**src/rtl/dcf_pkg.sv**
```systemverilog
// Package dcf_pkg: types shared by the chained FIFO stages.
// Assumes nothing beyond IEEE 1800-2017 packed structs.
package dcf_pkg;
    // Hand-off pulses carried from one stage to the next in the ring.
    typedef struct packed {
        logic wr;   // write token passes on
        logic rd;   // read token passes on
    } xtok_t;
endpackage

```
**src/rtl/dcf_store.sv**
```systemverilog
// Module dcf_store: storage array of one stage, one write port and one
// asynchronous read port. Assumes the caller never writes and reads the
// same location in one cycle when that location holds live data.
module dcf_store #(
    parameter int WIDTH = 9,
    parameter int DEPTH = 4,
    localparam int AW = (DEPTH > 1) ? $clog2(DEPTH) : 1
) (
    input  logic             clk,
    input  logic             we,
    input  logic [AW-1:0]    waddr,
    input  logic [WIDTH-1:0] wdata,
    input  logic [AW-1:0]    raddr,
    output logic [WIDTH-1:0] rdata
);
    logic [WIDTH-1:0] mem [DEPTH];

    // Stores the incoming word on a write.
    always_ff @(posedge clk) begin
        if (we) mem[waddr] <= wdata;
    end

    // Presents the word at the read address.
    always_comb rdata = mem[raddr];
endmodule

```
**src/rtl/dcf_stage.sv**
```systemverilog
// Module dcf_stage: one link of the token ring. It owns pointers and an
// occupancy count. It writes only while holding the write token and reads
// only while holding the read token. When it uses its last location it
// pulses the matching hand-off bit on xo. Assumes wr_go and rd_go are
// already qualified by the composite flags.
module dcf_stage
    import dcf_pkg::*;
#(
    parameter int WIDTH = 9,
    parameter int DEPTH = 4,
    localparam int AW = (DEPTH > 1) ? $clog2(DEPTH) : 1,
    localparam int CW = $clog2(DEPTH + 1)
) (
    input  logic             clk,
    input  logic             rst_n,
    input  logic             first_n,
    input  logic             wr_go,
    input  logic             rd_go,
    input  logic [WIDTH-1:0] wr_data,
    input  xtok_t            xi,
    output xtok_t            xo,
    output logic [WIDTH-1:0] rd_q,
    output logic             wtok,
    output logic             rtok,
    output logic             empty_n,
    output logic             full_n
);
    localparam logic [AW-1:0] LAST = AW'(DEPTH - 1);
    localparam logic [CW-1:0] CAP  = CW'(DEPTH);

    logic [AW-1:0] wptr, rptr;
    logic [CW-1:0] count;
    logic          do_wr, do_rd;

    // Qualifies the shared strobes by token ownership.
    always_comb begin
        do_wr = wr_go && wtok;
        do_rd = rd_go && rtok;
    end

    // Raises the hand-off pulses when the last location is used.
    always_comb begin
        xo.wr = do_wr && (wptr == LAST);
        xo.rd = do_rd && (rptr == LAST);
    end

    // Advances the write pointer and passes the write token along the ring.
    always_ff @(posedge clk) begin
        if (!rst_n) begin
            wptr <= '0;
            wtok <= !first_n;
        end else begin
            if (do_wr) wptr <= (wptr == LAST) ? '0 : wptr + 1'b1;
            wtok <= (wtok && !xo.wr) || xi.wr;
        end
    end

    // Advances the read pointer and passes the read token along the ring.
    always_ff @(posedge clk) begin
        if (!rst_n) begin
            rptr <= '0;
            rtok <= !first_n;
        end else begin
            if (do_rd) rptr <= (rptr == LAST) ? '0 : rptr + 1'b1;
            rtok <= (rtok && !xo.rd) || xi.rd;
        end
    end

    // Tracks how many words this stage holds.
    always_ff @(posedge clk) begin
        if (!rst_n) count <= '0;
        else case ({do_wr, do_rd})
            2'b10:   count <= count + 1'b1;
            2'b01:   count <= count - 1'b1;
            default: count <= count;
        endcase
    end

    // Forms this stage's active-low flags.
    always_comb begin
        empty_n = (count != '0);
        full_n  = (count != CAP);
    end

    dcf_store #(.WIDTH(WIDTH), .DEPTH(DEPTH)) i_store (
        .clk   (clk),
        .we    (do_wr),
        .waddr (wptr),
        .wdata (wr_data),
        .raddr (rptr),
        .rdata (rd_q)
    );


    no_overflow_chk: assert property (@(posedge clk) disable iff (!rst_n)
        do_wr |-> (count != CAP));

    no_underflow_chk: assert property (@(posedge clk) disable iff (!rst_n)
        do_rd |-> (count != '0));

    wtok_arrive_chk: assert property (@(posedge clk) disable iff (!rst_n)
        xi.wr |=> wtok);

    rtok_arrive_chk: assert property (@(posedge clk) disable iff (!rst_n)
        xi.rd |=> rtok);
endmodule

```
**src/rtl/dcf_chain.sv**
```systemverilog
// Module dcf_chain: ring of STAGES dcf_stage links forming one FIFO of
// STAGES*DEPTH words. The composite flags OR the per-stage active-low
// flags. Only the read-token stage is gated onto rd_data. Retransmit is
// ignored and half-full is held inactive. Assumes exactly one bit of
// first_sel_n is low while rst_n is low.
module dcf_chain
    import dcf_pkg::*;
#(
    parameter int WIDTH  = 9,
    parameter int DEPTH  = 4,
    parameter int STAGES = 3
) (
    input  logic              clk,
    input  logic              rst_n,
    input  logic [STAGES-1:0] first_sel_n,
    input  logic              wr_en,
    input  logic [WIDTH-1:0]  wr_data,
    input  logic              rd_en,
    output logic [WIDTH-1:0]  rd_data,
    output logic              empty_n,
    output logic              full_n,
    input  logic              retx_n,
    output logic              half_full_n
);
    xtok_t             xo_v [STAGES];
    logic [WIDTH-1:0]  q_v  [STAGES];
    logic [STAGES-1:0] wtok_v, rtok_v, empty_v, full_v;
    logic              wr_go, rd_go, retx_unused;

    // Qualifies the shared strobes by the composite flags.
    always_comb begin
        wr_go = wr_en && full_n;
        rd_go = rd_en && empty_n;
    end

    for (genvar i = 0; i < STAGES; i++) begin : g_stage
        localparam int PREV = (i + STAGES - 1) % STAGES;
        dcf_stage #(.WIDTH(WIDTH), .DEPTH(DEPTH)) i_stage (
            .clk     (clk),
            .rst_n   (rst_n),
            .first_n (first_sel_n[i]),
            .wr_go   (wr_go),
            .rd_go   (rd_go),
            .wr_data (wr_data),
            .xi      (xo_v[PREV]),
            .xo      (xo_v[i]),
            .rd_q    (q_v[i]),
            .wtok    (wtok_v[i]),
            .rtok    (rtok_v[i]),
            .empty_n (empty_v[i]),
            .full_n  (full_v[i])
        );
    end

    // Gates the read-token stage onto the shared read port.
    always_comb begin
        rd_data = '0;
        for (int i = 0; i < STAGES; i++)
            rd_data = rd_data | (q_v[i] & {WIDTH{rtok_v[i]}});
    end

    // Combines the per-stage active-low flags by OR.
    always_comb begin
        empty_n     = |empty_v;
        full_n      = |full_v;
        retx_unused = retx_n;
        half_full_n = 1'b1 | retx_unused;
    end


    one_wtok_chk: assert property (@(posedge clk) disable iff (!rst_n)
        $onehot(wtok_v));

    one_rtok_chk: assert property (@(posedge clk) disable iff (!rst_n)
        $onehot(rtok_v));

    full_hold_chk: assert property (@(posedge clk) disable iff (!rst_n)
        (!full_n && !rd_en) |=> !full_n);

    empty_hold_chk: assert property (@(posedge clk) disable iff (!rst_n)
        (!empty_n && !wr_en) |=> !empty_n);
endmodule

```
**config.mk**
```make
export PLATFORM = sky130hd
export DESIGN_NAME = dcf_chain
export DESIGN_NICKNAME = d
export VERILOG_FILES = /design/src/rtl/dcf_pkg.sv /design/src/rtl/dcf_store.sv /design/src/rtl/dcf_stage.sv /design/src/rtl/dcf_chain.sv
export SDC_FILE = /design/constraint.sdc
export NUM_CORES = 1
export LEC_CHECK = 0
export BUFFER_PORTS_ARGS = -buffer_cell sky130_fd_sc_hd__buf_2
export CAP_MARGIN = 20
export CORE_ASPECT_RATIO = 0.6
export CORE_MARGIN = 4
export CORE_UTILIZATION = 30
export CTS_BUF_LIST = sky130_fd_sc_hd__clkbuf_2 sky130_fd_sc_hd__clkbuf_4 sky130_fd_sc_hd__clkbuf_8
export DETAILED_ROUTE_END_ITERATION = 7
export PLACE_DENSITY = 0.42
export SYNTH_ARGS = -nofsm -noshare
export SYNTH_HDL_FRONTEND = slang
export SYNTH_SLANG_ARGS = --single-unit
```
**constraint.sdc**
```tcl
create_clock -name clk -period 4.6 [get_ports clk]
set_input_delay 0.23 -clock clk [delete_from_list [all_inputs] [get_ports clk]]
set_output_delay 0.23 -clock clk [all_outputs]
set_load 0.03 [all_outputs]
```
==> impl_metrics.env <==
export IMPL_dieArea_um2=21480
export IMPL_rsz0062_at_grt="no"
export IMPL_startpoint_type="flop"
export IMPL_synthTopCellsByCount="108 x edfxtp_1, 33 x dfxtp_1, 32 x inv_1, 27 x mux4_2"
export IMPL_ant_nets=0
export IMPL_ir_drop_uv=174.7
export IMPL_io_buffers=26
export IMPL_status="finished clean"
export IMPL_synthCells=364
export IMPL_yosys_top_cells_area="edfxtp_1 57%, dfxtp_1 12%, mux4_2 11%"
export IMPL_ys_seq_area_share_pct=68.03
export IMPL_postLayoutCellArea_um2=6509
export IMPL_cts_max_level=4
export IMPL_critPathMaxFanout=9
export IMPL_antenna_found_initial=0
export IMPL_drv_slew=0
export IMPL_tightest_slew_ns=0.7496
export IMPL_area_growth_pct=13.43
export IMPL_place_congestion=0.7249
export IMPL_grt_pass1_vias=3074
export IMPL_crit_arrival_ns=2.56
export IMPL_cts_tree="yes"
export IMPL_cts_buffers=17
export IMPL_power_density_nw_per_um2=517.7
export IMPL_viasPerCell=4.759
export IMPL_cts_hold_buffers=0
export IMPL_clock_path_buffers=2
export IMPL_yosysMostFrequentCell="edfxtp_1"
export IMPL_rows=38
export IMPL_yosys_warnings=0
export IMPL_relSlewSlack_pct=49.79
export IMPL_synthArstFlopShare_pct=0
export IMPL_root_buffer="clkbuf_8"
export IMPL_netlist_area_leader_share_pct=56.52
export IMPL_cp_end_kind="output pin"
export IMPL_first_iter_violations=301
export IMPL_grt_usage_pct=11.91
export IMPL_fin_crit_ns=2.787
export IMPL_drt_first_pass_iters=5
export IMPL_chipHeight_um=115.1
export IMPL_dieWidth_um=186.5
export IMPL_dp_hpwl_um=8249
export IMPL_synthesis_nets=402
export IMPL_synth_area_um2=5738
export IMPL_path_clk_slew_ns=0.08
export IMPL_io_pins=29
export IMPL_drt_wl_total_um=12230
export IMPL_fillers=1760
export IMPL_clkLatencyLatePin_ns=0.44
export IMPL_fmax_mhz=358.9
export IMPL_via_count=3079
export IMPL_grt_first_pass_wirelength_um=18360
export IMPL_cap_violations=0
export IMPL_cts_num_sinks=141
export IMPL_drc=0
export IMPL_setup_viol_count_final=0
export IMPL_skew_ns=0.01276
export IMPL_grt_ovfl_total=0
export IMPL_placed_area_um2=6097
export IMPL_drive_gt1_share_pct=23.10
export IMPL_hp_class="in -> reg"
export IMPL_tns_ns=0
export IMPL_drt_wirelength_per_cell_um=18.90
export IMPL_grt_max_degree=29
export IMPL_hold_viol_final=0
export IMPL_floorplan_initialDensity_pct=31.18
export IMPL_core_area_um2=18400
export IMPL_dominantRegCellSynth="edfxtp_1"
export IMPL_postSynthAreaPerCell_um2=15.76
export IMPL_insertedDiodeCount=0
export IMPL_synth_largest_area_cell="edfxtp_1"
export IMPL_fin_nets=432
export IMPL_power_leakage_nw=2.195
export IMPL_crit_type="reg -> out"
export IMPL_worst_ep_required_time_ns=4.37
export IMPL_synth_seq_cells=141
export IMPL_cts_resized=0
export IMPL_synth_cell_types=31
export IMPL_post_cts_buffers=0
export IMPL_synth_edff_count=108
export IMPL_finalCritPeriodShare_pct=60.58
==> power breakdown <==
| part | switching (W) | leakage (nW) | internal [W] | total (W) |
|---|---|---|---|---|
| Clock | 0.000467 | 0.211 | 0.000579 | 0.00105 |
| Sequential | 0.000138 | 1.25 | 0.00147 | 0.00161 |
| Combinational | 0.000407 | 0.729 | 0.000307 | 0.000713 |
| Total | 0.00101 | 2.19 | 0.00236 | 0.00337 |
==> cell usage in the layout (no fill, tap or decap), types with 2 or more instances in the layout <==
| master | Yosys | routed |
|---|---|---|
| a21oi_1 | 9 | 9 |
| a222oi_1 | 9 | 9 |
| a31oi_1 | 9 | 9 |
| and2_2 | 9 | 9 |
| and3_2 | 2 | 2 |
| buf_2 | 3 | 26 |
| bufinv_16 | 0 | 4 |
| clkbuf_8 | 0 | 17 |
| clkinv_1 | 1 | 4 |
| clkinv_2 | 0 | 6 |
| dfxtp_1 | 33 | 33 |
| edfxtp_1 | 108 | 108 |
| fa_1 | 3 | 3 |
| ha_1 | 18 | 18 |
| inv_1 | 32 | 32 |
| mux4_2 | 27 | 27 |
| nand2_1 | 18 | 18 |
| nand3_1 | 15 | 15 |
| nand4_1 | 3 | 3 |
| nor2_1 | 16 | 16 |
| nor2b_1 | 3 | 3 |
| o21ai_0 | 12 | 12 |
| o22ai_1 | 3 | 3 |
| o31ai_1 | 6 | 6 |
| or3_1 | 3 | 3 |
| xor2_1 | 6 | 6 |
==> cells by family after synthesis <==
family	count (synthesis)	synth area share (%)
flip-flops	141	68.03
AND/OR/NAND/NOR	72	6.520
AO/OA/AOI/OAI	48	5.495
buffers and inverters	48	3.402
multiplexers	27	10.60
adder cells (fa/ha/maj)	21	4.972
XOR/XNOR	6	0.9158
other	1	0.06535
==> state kept, by name, summed over array words and instances (netlist names), named ones only <==
| name | cells |
|---|---|
| g_stage.i_stage.rptr | 6 |
| g_stage.i_stage.i_store.mem | 108 |
| g_stage.i_stage.count | 9 |
| g_stage.i_stage.wtok | 3 |
| g_stage.i_stage.wptr | 6 |
| g_stage.i_stage.rtok | 3 |
==> layout make-up <==
cell class,instances,area (um^2),share of cell area (%)
flip-flops and latches,141,3904,59.98
clock inverters,15,177.7,2.730
clock buffers,17,234.0,3.595
repair buffers,26,130.1,1.999
multi-input cells,175,1639,25.18
inverters,33,123.9,1.903
well taps,240,300.3,4.614
==> path summary, 6_finish.rpt <==
path | from | end | slack, ns | cells after the start
hold / removal | first_sel_n[0] | g_stage[0].i_stage.rtok$_DFF_P_ | 0.12 | 3
hold reg to reg | g_stage[1].i_stage.rptr[1]$_SDFFE_PN0P_ | g_stage[1].i_stage.rptr[1]$_SDFFE_PN0P_ | 0.50 | 2
setup reg to reg | g_stage[2].i_stage.count[0]$_SDFFE_PN0P_ | g_stage[1].i_stage.count[2]$_SDFFE_PN0P_ | 1.94 | 9
setup / recovery | flop | rd_data[8] | 1.81 | 4
==> critical path, stage by stage (launching register included) <==
cell and delay (ns):
dfxtp_1 0.74, mux4_2 0.64, a222oi_1 0.48, inv_1 0.07, buf_2 0.19
==> metrics by stage <==
step	util (%)	setup slack, ns	std cells	hold slack [ns]	total power [W]
final	35.37	1.813	647	0.1218	0.003369
after CTS	35.37	1.701	647	0.09472	0.003417
after detailed placement	33.14	1.952	615	0.4981	0.002362
after global routing	35.37	1.632	647	0.09699	0.003558
after floorplan	-	2.291	364	0.3289	0.002147
after global placement	33.14	1.970	615	0.4907	0.002353
==> metal layers <==
layer	wire length, um	vias up	GRT usage (%)
li1	-	1446	-
met5	0	-	0
met2	5129	58	16.40
met4	186	0	4.874
met3	582	14	3.732
met1	6330	1561	17.45
No activity file was read; power rests on OpenSTA's default activity.
